==> config.mk <==
export PLATFORM = sky130hd
export DESIGN_NAME = audio_dma_out
export DESIGN_NICKNAME = d
export VERILOG_FILES = /design/src/rtl/audio_out_pkg.sv /design/src/rtl/audio_tick_gen.sv /design/src/rtl/audio_sample_pipe.sv /design/src/rtl/audio_irq_ctrl.sv /design/src/rtl/audio_dma_out.sv
export SDC_FILE = /design/constraint.sdc
export NUM_CORES = 1
export LEC_CHECK = 0
export CAP_MARGIN = 25
export CORE_ASPECT_RATIO = 0.7
export CORE_UTILIZATION = 30
export CTS_BUF_LIST = sky130_fd_sc_hd__clkbuf_2 sky130_fd_sc_hd__clkbuf_4 sky130_fd_sc_hd__clkbuf_8
export DETAILED_ROUTE_END_ITERATION = 10
export PLACE_DENSITY = 0.59
export SETUP_SLACK_MARGIN = 0.4
export SKIP_CTS_REPAIR_TIMING = 1
export SYNTH_ARGS = -nofsm -noshare
export SYNTH_HDL_FRONTEND = slang
export SYNTH_SLANG_ARGS = --single-unit
==> constraint.sdc <==
create_clock -name clk -period 2 [get_ports clk]
set_clock_uncertainty 0.2 [all_clocks]
set_input_delay 0.4 -clock clk [delete_from_list [all_inputs] [get_ports clk]]
set_output_delay 0.4 -clock clk [all_outputs]
set_load 0.01 [all_outputs]
==> src/rtl/audio_out_pkg.sv <==
package audio_out_pkg;
  typedef enum logic [1:0] {
    RATE_44K1   = 2'd0,
    RATE_22K05  = 2'd1,
    RATE_11K025 = 2'd2,
    RATE_8K     = 2'd3
  } rate_e;

  // Codes 3..7 all select the slowest rate.
  function automatic rate_e decode_rate(input logic [2:0] sel);
    case (sel)
      3'd0:    return RATE_44K1;
      3'd1:    return RATE_22K05;
      3'd2:    return RATE_11K025;
      default: return RATE_8K;
    endcase
  endfunction
endpackage

==> src/rtl/audio_tick_gen.sv <==
module audio_tick_gen
  import audio_out_pkg::*;
#(
  parameter int unsigned CLK_HZ     = 100_000_000,
  parameter int unsigned SETTLE_CYC = 500
) (
  input  logic       clk,
  input  logic       rst,
  input  logic       out_en,
  input  logic       vref_on,
  input  logic [2:0] rate_sel,
  output logic       tick
);
  localparam int unsigned DIV_A = CLK_HZ / 44100;
  localparam int unsigned DIV_B = CLK_HZ / 22050;
  localparam int unsigned DIV_C = CLK_HZ / 11025;
  localparam int unsigned DIV_D = CLK_HZ / 8000;
  localparam int unsigned CW    = $clog2(DIV_D + 1);
  localparam int unsigned SW    = $clog2(SETTLE_CYC + 1);

  logic [SW-1:0] settle_q;
  logic [CW-1:0] div_q;
  logic [CW-1:0] reload;
  logic          ready;
  logic          run;

  always_comb begin
    case (decode_rate(rate_sel))
      RATE_44K1:   reload = CW'(DIV_A - 1);
      RATE_22K05:  reload = CW'(DIV_B - 1);
      RATE_11K025: reload = CW'(DIV_C - 1);
      default:     reload = CW'(DIV_D - 1);
    endcase
  end

  assign ready = vref_on && (settle_q == SW'(SETTLE_CYC));
  assign run   = out_en && ready;
  assign tick  = run && (div_q == '0);

  always_ff @(posedge clk) begin
    if (rst || !vref_on) begin
      settle_q <= '0;
    end else if (settle_q != SW'(SETTLE_CYC)) begin
      settle_q <= settle_q + 1'b1;
    end
  end

  always_ff @(posedge clk) begin
    if (rst || !run) begin
      div_q <= reload;
    end else if (div_q == '0) begin
      div_q <= reload;
    end else begin
      div_q <= div_q - 1'b1;
    end
  end
endmodule

==> src/rtl/audio_sample_pipe.sv <==
module audio_sample_pipe #(
  parameter int unsigned DW = 10
) (
  input  logic          clk,
  input  logic          rst,
  input  logic          out_en,
  input  logic          tick,
  input  logic          stall,
  input  logic          dma_ack,
  input  logic [DW-1:0] dma_data,
  output logic          dma_req,
  output logic          hold_valid,
  output logic          out_valid,
  output logic [DW-1:0] dac_data,
  output logic          dac_strobe,
  output logic          underrun
);
  logic [DW-1:0] hold_q;
  logic [DW-1:0] out_q;
  logic          move;
  logic          hold_nx;

  assign move     = !out_valid && hold_valid;
  assign hold_nx  = dma_ack ? 1'b1 : (move ? 1'b0 : hold_valid);
  assign underrun = tick && !out_valid;

  always_ff @(posedge clk) begin
    if (rst) begin
      hold_q     <= '0;
      out_q      <= '0;
      dac_data   <= '0;
      hold_valid <= 1'b0;
      out_valid  <= 1'b0;
      dma_req    <= 1'b0;
      dac_strobe <= 1'b0;
    end else if (!out_en) begin
      hold_valid <= 1'b0;
      out_valid  <= 1'b0;
      dma_req    <= 1'b0;
      dac_strobe <= 1'b0;
    end else begin
      dac_strobe <= tick;
      if (tick && out_valid) begin
        dac_data <= out_q;
      end
      if (move) begin
        out_q     <= hold_q;
        out_valid <= 1'b1;
      end else if (tick) begin
        out_valid <= 1'b0;
      end
      if (dma_ack) begin
        hold_q <= dma_data;
      end
      hold_valid <= hold_nx;
      dma_req    <= !dma_ack && !stall && !hold_nx;
    end
  end
endmodule

==> src/rtl/audio_irq_ctrl.sv <==
module audio_irq_ctrl (
  input  logic clk,
  input  logic rst,
  input  logic mute_set,
  input  logic page_set,
  input  logic mute_clr,
  input  logic page_clr,
  output logic mute_irq,
  output logic page_irq
);
  always_ff @(posedge clk) begin
    if (rst) begin
      mute_irq <= 1'b0;
      page_irq <= 1'b0;
    end else begin
      if (mute_set)      mute_irq <= 1'b1;
      else if (mute_clr) mute_irq <= 1'b0;
      if (page_set)      page_irq <= 1'b1;
      else if (page_clr) page_irq <= 1'b0;
    end
  end
endmodule

==> src/rtl/audio_dma_out.sv <==
module audio_dma_out #(
  parameter int unsigned CLK_HZ     = 100_000_000,
  parameter int unsigned SETTLE_CYC = 500,
  parameter int unsigned DW         = 10
) (
  input  logic          clk,
  input  logic          rst,
  input  logic          out_en,
  input  logic [2:0]    rate_sel,
  input  logic          vref_on,
  output logic          dma_req,
  input  logic          dma_ack,
  input  logic [DW-1:0] dma_data,
  input  logic          dma_page_end,
  input  logic          mute_clr,
  input  logic          page_clr,
  output logic [DW-1:0] dac_data,
  output logic          dac_strobe,
  output logic          hold_valid,
  output logic          out_valid,
  output logic          mute_irq,
  output logic          page_irq
);
  logic tick;
  logic underrun;
  logic ack_ok;

  assign ack_ok = dma_ack && out_en;

  audio_tick_gen #(.CLK_HZ(CLK_HZ), .SETTLE_CYC(SETTLE_CYC)) tick_i (
    .clk(clk), .rst(rst), .out_en(out_en), .vref_on(vref_on),
    .rate_sel(rate_sel), .tick(tick)
  );

  audio_sample_pipe #(.DW(DW)) pipe_i (
    .clk(clk), .rst(rst), .out_en(out_en), .tick(tick), .stall(page_irq),
    .dma_ack(ack_ok), .dma_data(dma_data), .dma_req(dma_req),
    .hold_valid(hold_valid), .out_valid(out_valid), .dac_data(dac_data),
    .dac_strobe(dac_strobe), .underrun(underrun)
  );

  audio_irq_ctrl irq_i (
    .clk(clk), .rst(rst), .mute_set(underrun),
    .page_set(ack_ok && dma_page_end), .mute_clr(mute_clr),
    .page_clr(page_clr), .mute_irq(mute_irq), .page_irq(page_irq)
  );
endmodule

After elaboration in Yosys (flattened, before gate mapping)
Index checks and enable logic that the tools add are counted.
- flip-flop bits (word level): 59
- input bits: 21
- output and inout port bits: 16
- word-level logic and storage cells: 60
- multiplexer cells: 12
- bitwise gates (word level): 1
- equality and inequality tests: 6
- reduce and logical (&&, ||, !) cells: 28
- $add $sub $neg: 2
- operator list (cell ; count):
    $pmux 14 s3 ; 1
    $mux 14 ; 2
    $logic_not 14->1 ; 1
    $sub 14x1->14 const B ; 1
    $logic_and 1x1->1 ; 10
    $add 9x1->9 const B ; 1
    $eq 9x9->1 const B ; 1
    $ne 9x9->1 const B ; 1
    $mux 1 ; 8
    $logic_not 1->1 ; 6
    $pmux 2 s3 ; 1
    $reduce_and 2->1 ; 3
    $reduce_bool 2->1 ; 3
    $eq 3x1->1 const B ; 1
    $eq 3x2->1 const B ; 1
    $logic_not 3->1 ; 1
    $eq 2x1->1 const B ; 1
    $eq 2x2->1 const B ; 1
    $logic_not 2->1 ; 1
    $logic_or 1x1->1 ; 2
    $reduce_or 2->1 ; 1
    $not 1->1 ; 1

Longest topological paths before layout
Gate-level depths: netlist (run 1).
- word-level depth: 6
- depth in mapped cells: 8
- gate-level depth less buffers: 7

Modules after synthesis
From an unflattened synthesis (run 1), not the netlist that was laid out.
- cell total of the unflattened synthesis: 279
- area total of the unflattened synthesis: 2742.6 um^2
- modules (own cells, without submodules) (module ; area an instance (um^2) ; instances ; cells an instance ; sequential area each (um^2)):
    audio_sample_pipe ; 1377.6 ; 1 ; 135 ; 680.7
    audio_tick_gen ; 1282.5 ; 1 ; 134 ; 460.4
    audio_irq_ctrl ; 70.1 ; 1 ; 8 ; 40.0
    audio_dma_out ; 12.5 ; 1 ; 2 ; 0.0

Least setup slack after synthesis (run 1)
No wires, ideal clock.
- kind: in2reg
- start point: in rst
- end point: reg tick_i.div_q[1]
- arrival time: 1.686 ns
- setup time: 0.118 ns
- data required time: 1.682 ns
- buffers on the path: 3
- setup slack: -0.004 ns
- cell stages on the path: 6
- cell sequence: buf_2 -> nand2b_1 -> clkbuf_1 -> a2111oi_4 -> buf_6 -> a21oi_1
- word-level cells in the longest chain between the ends: 2
- RTL lines (what ; line ; source):
    from (decl) ; audio_dma_out.sv:7 ; input logic rst,
    $logic_or 1x1->1 ; audio_tick_gen.sv:49 ; if (rst || !run) begin
    $mux 14 ; audio_tick_gen.sv:49 ;
    to (signal assigned) ; audio_tick_gen.sv:50 ; div_q <= reload;
    to (signal assigned) ; audio_tick_gen.sv:52 ; div_q <= reload;
    to (signal assigned) ; audio_tick_gen.sv:54 ; div_q <= div_q - 1'b1;
    to (decl) ; audio_tick_gen.sv:22 ; logic [CW-1:0] div_q;
Every way passes these cells.
A chain may end at the register's enable or synchronous reset.

Worst setup path in the final report (run 1)
- start point: reg tick_i.div_q[5]
- end point: reg tick_i.div_q[5]
- word-level cells in the longest chain between the ends: 3
- elaborated cells on any way between the ends: 4
- classes of those cells: add/sub (1); mux (2); reduce/logical (1)
- RTL lines (what ; line ; source):
    $sub 14x1->14 / $logic_not 14->1 (equally long branches) ; audio_tick_gen.sv:54, audio_tick_gen.sv:51 ;
    $mux 14 * ; audio_tick_gen.sv:51 ; end else if (div_q == '0) begin
    $mux 14 * ; audio_tick_gen.sv:49 ;
Every way passes the cells marked *; elsewhere a longest branch is shown, timed or not.

==> results.toml, run 1 <==
[cts]
clockBufferDepth = 2
clock-root-buffer = "clkbuf_8"
htreeDepth = 3
clk_latency_ns = 0.33
cts_tree = "done"
clk_pin_slew_ns = 0.07
cts_buffers = 9
clock-sinks = 59

[hold_path]
hold_path.startpoint = "pipe_i.hold_q[0]"
hold_class = "reg2reg"
hold_end = "pipe_i.hold_q[0]"
hold_depth = 2

[power]
power_per_cell_area_nw_per_um2 = 784.4
leakagePower_uw = 0.001719
peakVddDrop_v = 0.0003192

[worst_setup_path]
r2r_slack_ns = 0.14
r2r-start = "tick_i.div_q[5]"
cp_slowest_cell = "dfxtp_1"
start_kind = "flop"
path_max_fanout = 18
reg2reg_to = "tick_i.div_q[5]"
path_cells = "nor4_4, and4b_2, a2111oi_4, buf_12, nor2b_2, a21oi_1"
endpoint_kind = "flop"
critPathRequiredTime_ns = 2.02
cpPeakStageDelay_ns = 0.36
crit_arrival_ns = 1.88
criticalPathCategory = "reg2reg"
ff2ff_path_depth = 6

[die]
start_util_pct = 31.25
core_area_sq_um = 7939
dieArea_sq_um = 8644
die_x_microns = 110.7
die_h_microns = 78.09
num_rows = 27
pin_count = 37

[placed_design]
port_buffers = 36
place_hpwl_mm = 3.776
dp.cells = 415
place_area_sq_um = 3124
dp_slack_ns = -0.1634
gp_congestion = 0.7677

[cells_and_area]
multi_input_area_sq_um = 1315
ff_latch_area_sq_um = 1190
stdcell_area_sq_um = 3541
fillCellCount = 765
final_common_cell = "dfxtp_1"
instances_no_fill = 435
layout-drive-gt1-share_pct = 20.96
syn2layout_area_growth_pct = 42.71
final_util_pct = 44.60
most-common-layout-cells = "dfxtp_1 (54), nor2_1 (38), nand2_1 (28), a21oi_1 (27), mux2i_1 (21)"
fin_nets = 358
insertedDiodeCount = 0

[timing]
fin_crit_sh_pct = 93.16
rsz0062_at_grt = "yes"
hold_viol = 0
period_minus_slack_ns = 1.863
slew_viol_final = 0
fmax_mhz = 536.7
worst_pin_slew_ns = 0.3808
final-setup-viol-count = 0
relSlewSlack_pct = 74.55
setup_ws_ns = 0.1369

[synth]
synthesis.nets = 297
ys_warn_count = 0
async_flop_share_pct = 0
syn_area_sq_um = 2481
avgSynthCellArea_sq_um = 9.258
syn_inst = 268
yosys.cell_types.count = 35
synth-edff-count = 0
ys_seq_area_share_pct = 47.60
synth_ff_type = "dfxtp_1"
ys_ff_latch = 59

[global_route]
grt_pass1_vias = 1823
grt_pass1_wl_mm = 8.404
antenna_found_initial = 0
gr-usage-met3_pct = 3.861
use_met1_pct = 15.86
met2_usage_pct = 18.94
grt_max_degree = 19
grtUsageTotal_pct = 12.22
grt-ovfl-total = 0
busiest_layer = "met2"

[drt]
drt-total-wl_mm = 5.295
drc = 0
first_iter_violations = 107
firstDrtPassIters = 4
final_antenna_net_count = 0
routed-via-count = 2014
routed_via_density = 4.630
post_drt_wl_per_cell_microns = 12.17

[outcome]
status = "complete, no violations"

[job]
maxCapViolations = 0
-- critical path, delay by kind of cell, from the launching register on --
kind	cells	cell delay, ns
AOI/OAI and AO/OA	2	0.16
buffers and inverters	1	0.17
DFF	1	0.36
and+or+nand+nor	3	0.86
-- metrics by stage --
stage	hold slack [ns]	TNS [ns]	total power [uW]
2_1_floorplan	0.2322	0	1352
3_3_place_gp	0.2443	-1.611	1443
3_5_place_dp	0.2474	-2.245	1446
4_1_cts	0.2567	0	2792
5_1_grt	0.2815	0	2890
6_report	0.2566	0	2777
-- sequential cells by signal, indices dropped and copies added, names as in the netlist --
| name | count |
|---|---|
| irq_i.mute_irq | 1 |
| irq_i.page_irq | 1 |
| pipe_i.dac_data | 10 |
| pipe_i.dac_strobe | 1 |
| pipe_i.dma_req | 1 |
| pipe_i.hold_q | 10 |
| pipe_i.hold_valid | 1 |
| pipe_i.out_q | 10 |
| pipe_i.out_valid | 1 |
| tick_i.div_q | 14 |
| tick_i.settle_q | 9 |
-- synthesized netlist by cell type (all sizes together), types with 3 or more instances --
library cell  number  share of area [%]
a21oi             28                5.8
buf                4                1.4
clkbuf             6               0.91
dfxtp             59                 48
ha                 8                4.0
inv                7                1.1
mux2i             21                8.5
nand2             28                4.2
nand2b             3               0.76
nand3              5                1.0
nand3b             5                1.5
nand4              4                1.3
nor2              38                5.7
nor2b              6                1.7
nor3               6                1.4
nor3b              3               0.91
o21ai              6                1.2
or3                3               0.81
xnor2              4                1.4
xor2              12                4.2
-- routing by layer --
layer	part of all wire [%]	wire length, microns
met5	0	0
met4	0.91	48
met3	4.2	221
met2	45	2405
met1	49	2620
-- cell families after synthesis --
| group | count (synthesis) | synth area share (%) |
|---|---|---|
| buffers and inverters | 17 | 3.379 |
| multiplexers | 21 | 8.472 |
| AO/OA/AOI/OAI | 36 | 8.372 |
| adder cells (fa/ha/maj) | 8 | 4.034 |
| AND/OR/NAND/NOR | 111 | 22.49 |
| XOR/XNOR | 16 | 5.648 |
| flip-flops | 59 | 47.60 |
-- cell type report --
cell class / instances / share of cell area (%)
clock inverter: 6 / 3.145
tap: 101 / 3.569
timing repair buffer: 60 / 17.84
multi-input combinational: 192 / 37.14
inverter: 7 / 0.8127
clock buffer: 10 / 3.887
sequential: 59 / 33.60
-- power breakdown --
| group | internal (uW) | leakage, uW | switching [uW] |
|---|---|---|---|
| sequential | 1210 | 0.000482 | 32.0 |
| combinational | 109 | 0.00111 | 86.8 |
| clock | 863 | 0.000123 | 480 |
-- worst max-delay path by stage --
stage | from | to | slack [ns] | cells past startpoint
6_report | tick_i.div_q[5] | tick_i.div_q[5] | 0.14 | 6
5_1_grt | tick_i.div_q[0] | pipe_i.dac_data[4] | 0.04 | 8
4_1_cts | pipe_i.out_valid | out_valid | 0.05 | 1
3_5_place_dp | out_en | pipe_i.dac_data[3] | -0.16 | 7
3_3_place_gp | out_en | pipe_i.dac_data[6] | -0.11 | 7
2_1_floorplan | tick_i.settle_q[0] | tick_i.div_q[1] | 0.02 | 8
(Power assumes the default switching activity.)
==> inputs of run 2 (changes only) <==
--- a/config.mk
+++ b/config.mk
@@ -7,10 +7,11 @@
 export LEC_CHECK = 0
 export CAP_MARGIN = 25
 export CORE_ASPECT_RATIO = 0.7
-export CORE_UTILIZATION = 30
+export CORE_UTILIZATION = 50
 export CTS_BUF_LIST = sky130_fd_sc_hd__clkbuf_2 sky130_fd_sc_hd__clkbuf_4 sky130_fd_sc_hd__clkbuf_8
 export DETAILED_ROUTE_END_ITERATION = 10
-export PLACE_DENSITY = 0.59
+export GPL_TIMING_DRIVEN = 0
+export PLACE_DENSITY = 0.86
 export SETUP_SLACK_MARGIN = 0.4
 export SKIP_CTS_REPAIR_TIMING = 1
 export SYNTH_ARGS = -nofsm -noshare
==> results.toml, run 2 (synthesis gave the netlist of run 1 again) <==
[outcome]
status = "finished, violations left"
violations = "negative setup slack"

[cts]
clk_pin_slew_ns = 0.07
clock-sinks = 59
clockBufferDepth = 2
cts_buffers = 9
clock-root-buffer = "clkbuf_8"
clk_latency_ns = 0.34
cts_tree = "done"
htreeDepth = 3

[drt]
post_drt_wl_per_cell_microns = 16.00
final_antenna_net_count = 0
drt-total-wl_mm = 6.431
first_iter_violations = 126
routed-via-count = 2192
routed_via_density = 5.453
drc = 0
firstDrtPassIters = 4

[worst_setup_path]
start_kind = "flop"
endpoint_kind = "flop"
path_max_fanout = 4
criticalPathCategory = "reg2reg"
crit_arrival_ns = 2.18
path_cells = "inv_2, ha_4, nand4b_1, or2_1, buf_6, a2111oi_4, buf_4, nor2b_2, a21oi_1"
cpPeakStageDelay_ns = 0.36
critPathRequiredTime_ns = 2.05
cp_slowest_cell = "a2111oi_4"

[cells_and_area]
layout-drive-gt1-share_pct = 22.52
instances_no_fill = 402
max_flop_register = "tick_i.div_q"
fin_nets = 357
insertedDiodeCount = 0
stdcell_area_sq_um = 3497
final_util_pct = 73.13
largest_register_ffs = 14
syn2layout_area_growth_pct = 40.95
final_common_cell = "dfxtp_1"
most-common-layout-cells = "dfxtp_1 (51), nor2_1 (36), nand2_1 (28), mux2i_1 (21), a21oi_1 (20)"

[timing]
period_minus_slack_ns = 2.128
rsz0062_at_grt = "yes"
final-setup-viol-count = 14
hold_ws_ns = 0.1549
fmax_mhz = 469.9
relSlewSlack_pct = 66.30
hold_viol = 0
fin_crit_sh_pct = 106.4
slew_viol_final = 0
worst_pin_slew_ns = 0.5055
setup_ws_ns = -0.1282

[die]
die_h_microns = 60.94
core_area_sq_um = 4782
die_x_microns = 86.20
start_util_pct = 51.88
num_rows = 21
dieArea_sq_um = 5252
pin_count = 37

[power]
peakVddDrop_v = 0.0006136
power_per_cell_area_nw_per_um2 = 805.5
finalPower_uw = 2817
leakagePower_uw = 0.001713

[global_route]
grt_pass1_vias = 1776
antenna_found_initial = 0
grt_pass1_wl_mm = 8.404
grt_max_degree = 11
grt-ovfl-total = 0
grtUsageTotal_pct = 21.75

[placed_design]
place_area_sq_um = 2962
place_hpwl_mm = 3.698
port_buffers = 35
gp_congestion = 0.8085
dp.cells = 372

[job]
maxCapViolations = 0

[hold_path]
hold_class = "in2reg"
## run 2: changes by cell type in the layout (fill, tap and decap cells not counted), sizes merged
cell,previous run,this run
clkbuf,10,18
clkdlybuf4s50,20,19
buf,24,18
clkinvlp,1,0
inv,8,7
## run 2: layer usage
metal  track usage (%)  vias to the layer above  part of all wire, %
met5                 0                        -                    0
li1                  -                     1033                    -
met4             8.333                        0                  1.6
met3             7.755                        8                  4.9
met1             27.87                     1087                   45
met2             34.24                       64                   48
## run 2: metrics by stage
step | setup TNS [ns] | worst slack, ns
after floorplan | 0 | 0.01671
after global placement | -10.72 | -0.4744
after detailed placement | -11.55 | -0.4790
after CTS | -2.400 | -0.2167
after global routing | -2.543 | -0.2214
final | -1.167 | -0.1282
## run 2: cell type report
| type | count | area, sq um |
|---|---|---|
| Fill cell | 306 | 1285 |
| Multi-Input combinational cell | 192 | 1336 |
| Inverter | 7 | 26.28 |
| Buffer | 10 | 77.57 |
| Clock buffer | 12 | 165.2 |
| Clock inverter | 4 | 95.09 |
| Sequential cell | 59 | 1194 |
| Tap cell | 69 | 86.33 |
| Timing Repair Buffer | 49 | 516.7 |
## run 2: critical path, delay by kind of cell, from the launching register on
kind,cells,cell delay [ns]
flip-flops,1,0.32
buffers and inverters,3,0.42
adder cells (fa/ha/maj),1,0.13
AND/OR/NAND/NOR,3,0.46
AO/OA/AOI/OAI,2,0.52
## run 2: power by group
part	internal (uW)	leakage, uW	switching (uW)
clock	927	0.000133	455
sequential	1210	0.000482	32.0
combinational	95.6	0.00110	99.3
## run 2: final timing paths
path | endpoint | slack, ns | depth (start not counted) | from
setup reg to reg | tick_i.div_q[7] | -0.13 | 9 | tick_i.settle_q[1]
hold reg to reg | pipe_i.hold_q[8] | 0.26 | 2 | pipe_i.hold_q[8]
hold / removal | pipe_i.hold_q[0] | 0.15 | 2 | rst
setup / recovery | tick_i.div_q[7] | -0.13 | 9 | tick_i.settle_q[1]
==> inputs of run 3 (changes only) <==
--- a/config.mk
+++ b/config.mk
@@ -14,6 +14,7 @@
 export PLACE_DENSITY = 0.86
 export SETUP_SLACK_MARGIN = 0.4
 export SKIP_CTS_REPAIR_TIMING = 1
+export SLEW_MARGIN = 20
 export SYNTH_ARGS = -nofsm -noshare
 export SYNTH_HDL_FRONTEND = slang
 export SYNTH_SLANG_ARGS = --single-unit
==> results of run 3 <==
The final DEF is identical to that of run 2; final timing and power are the same.
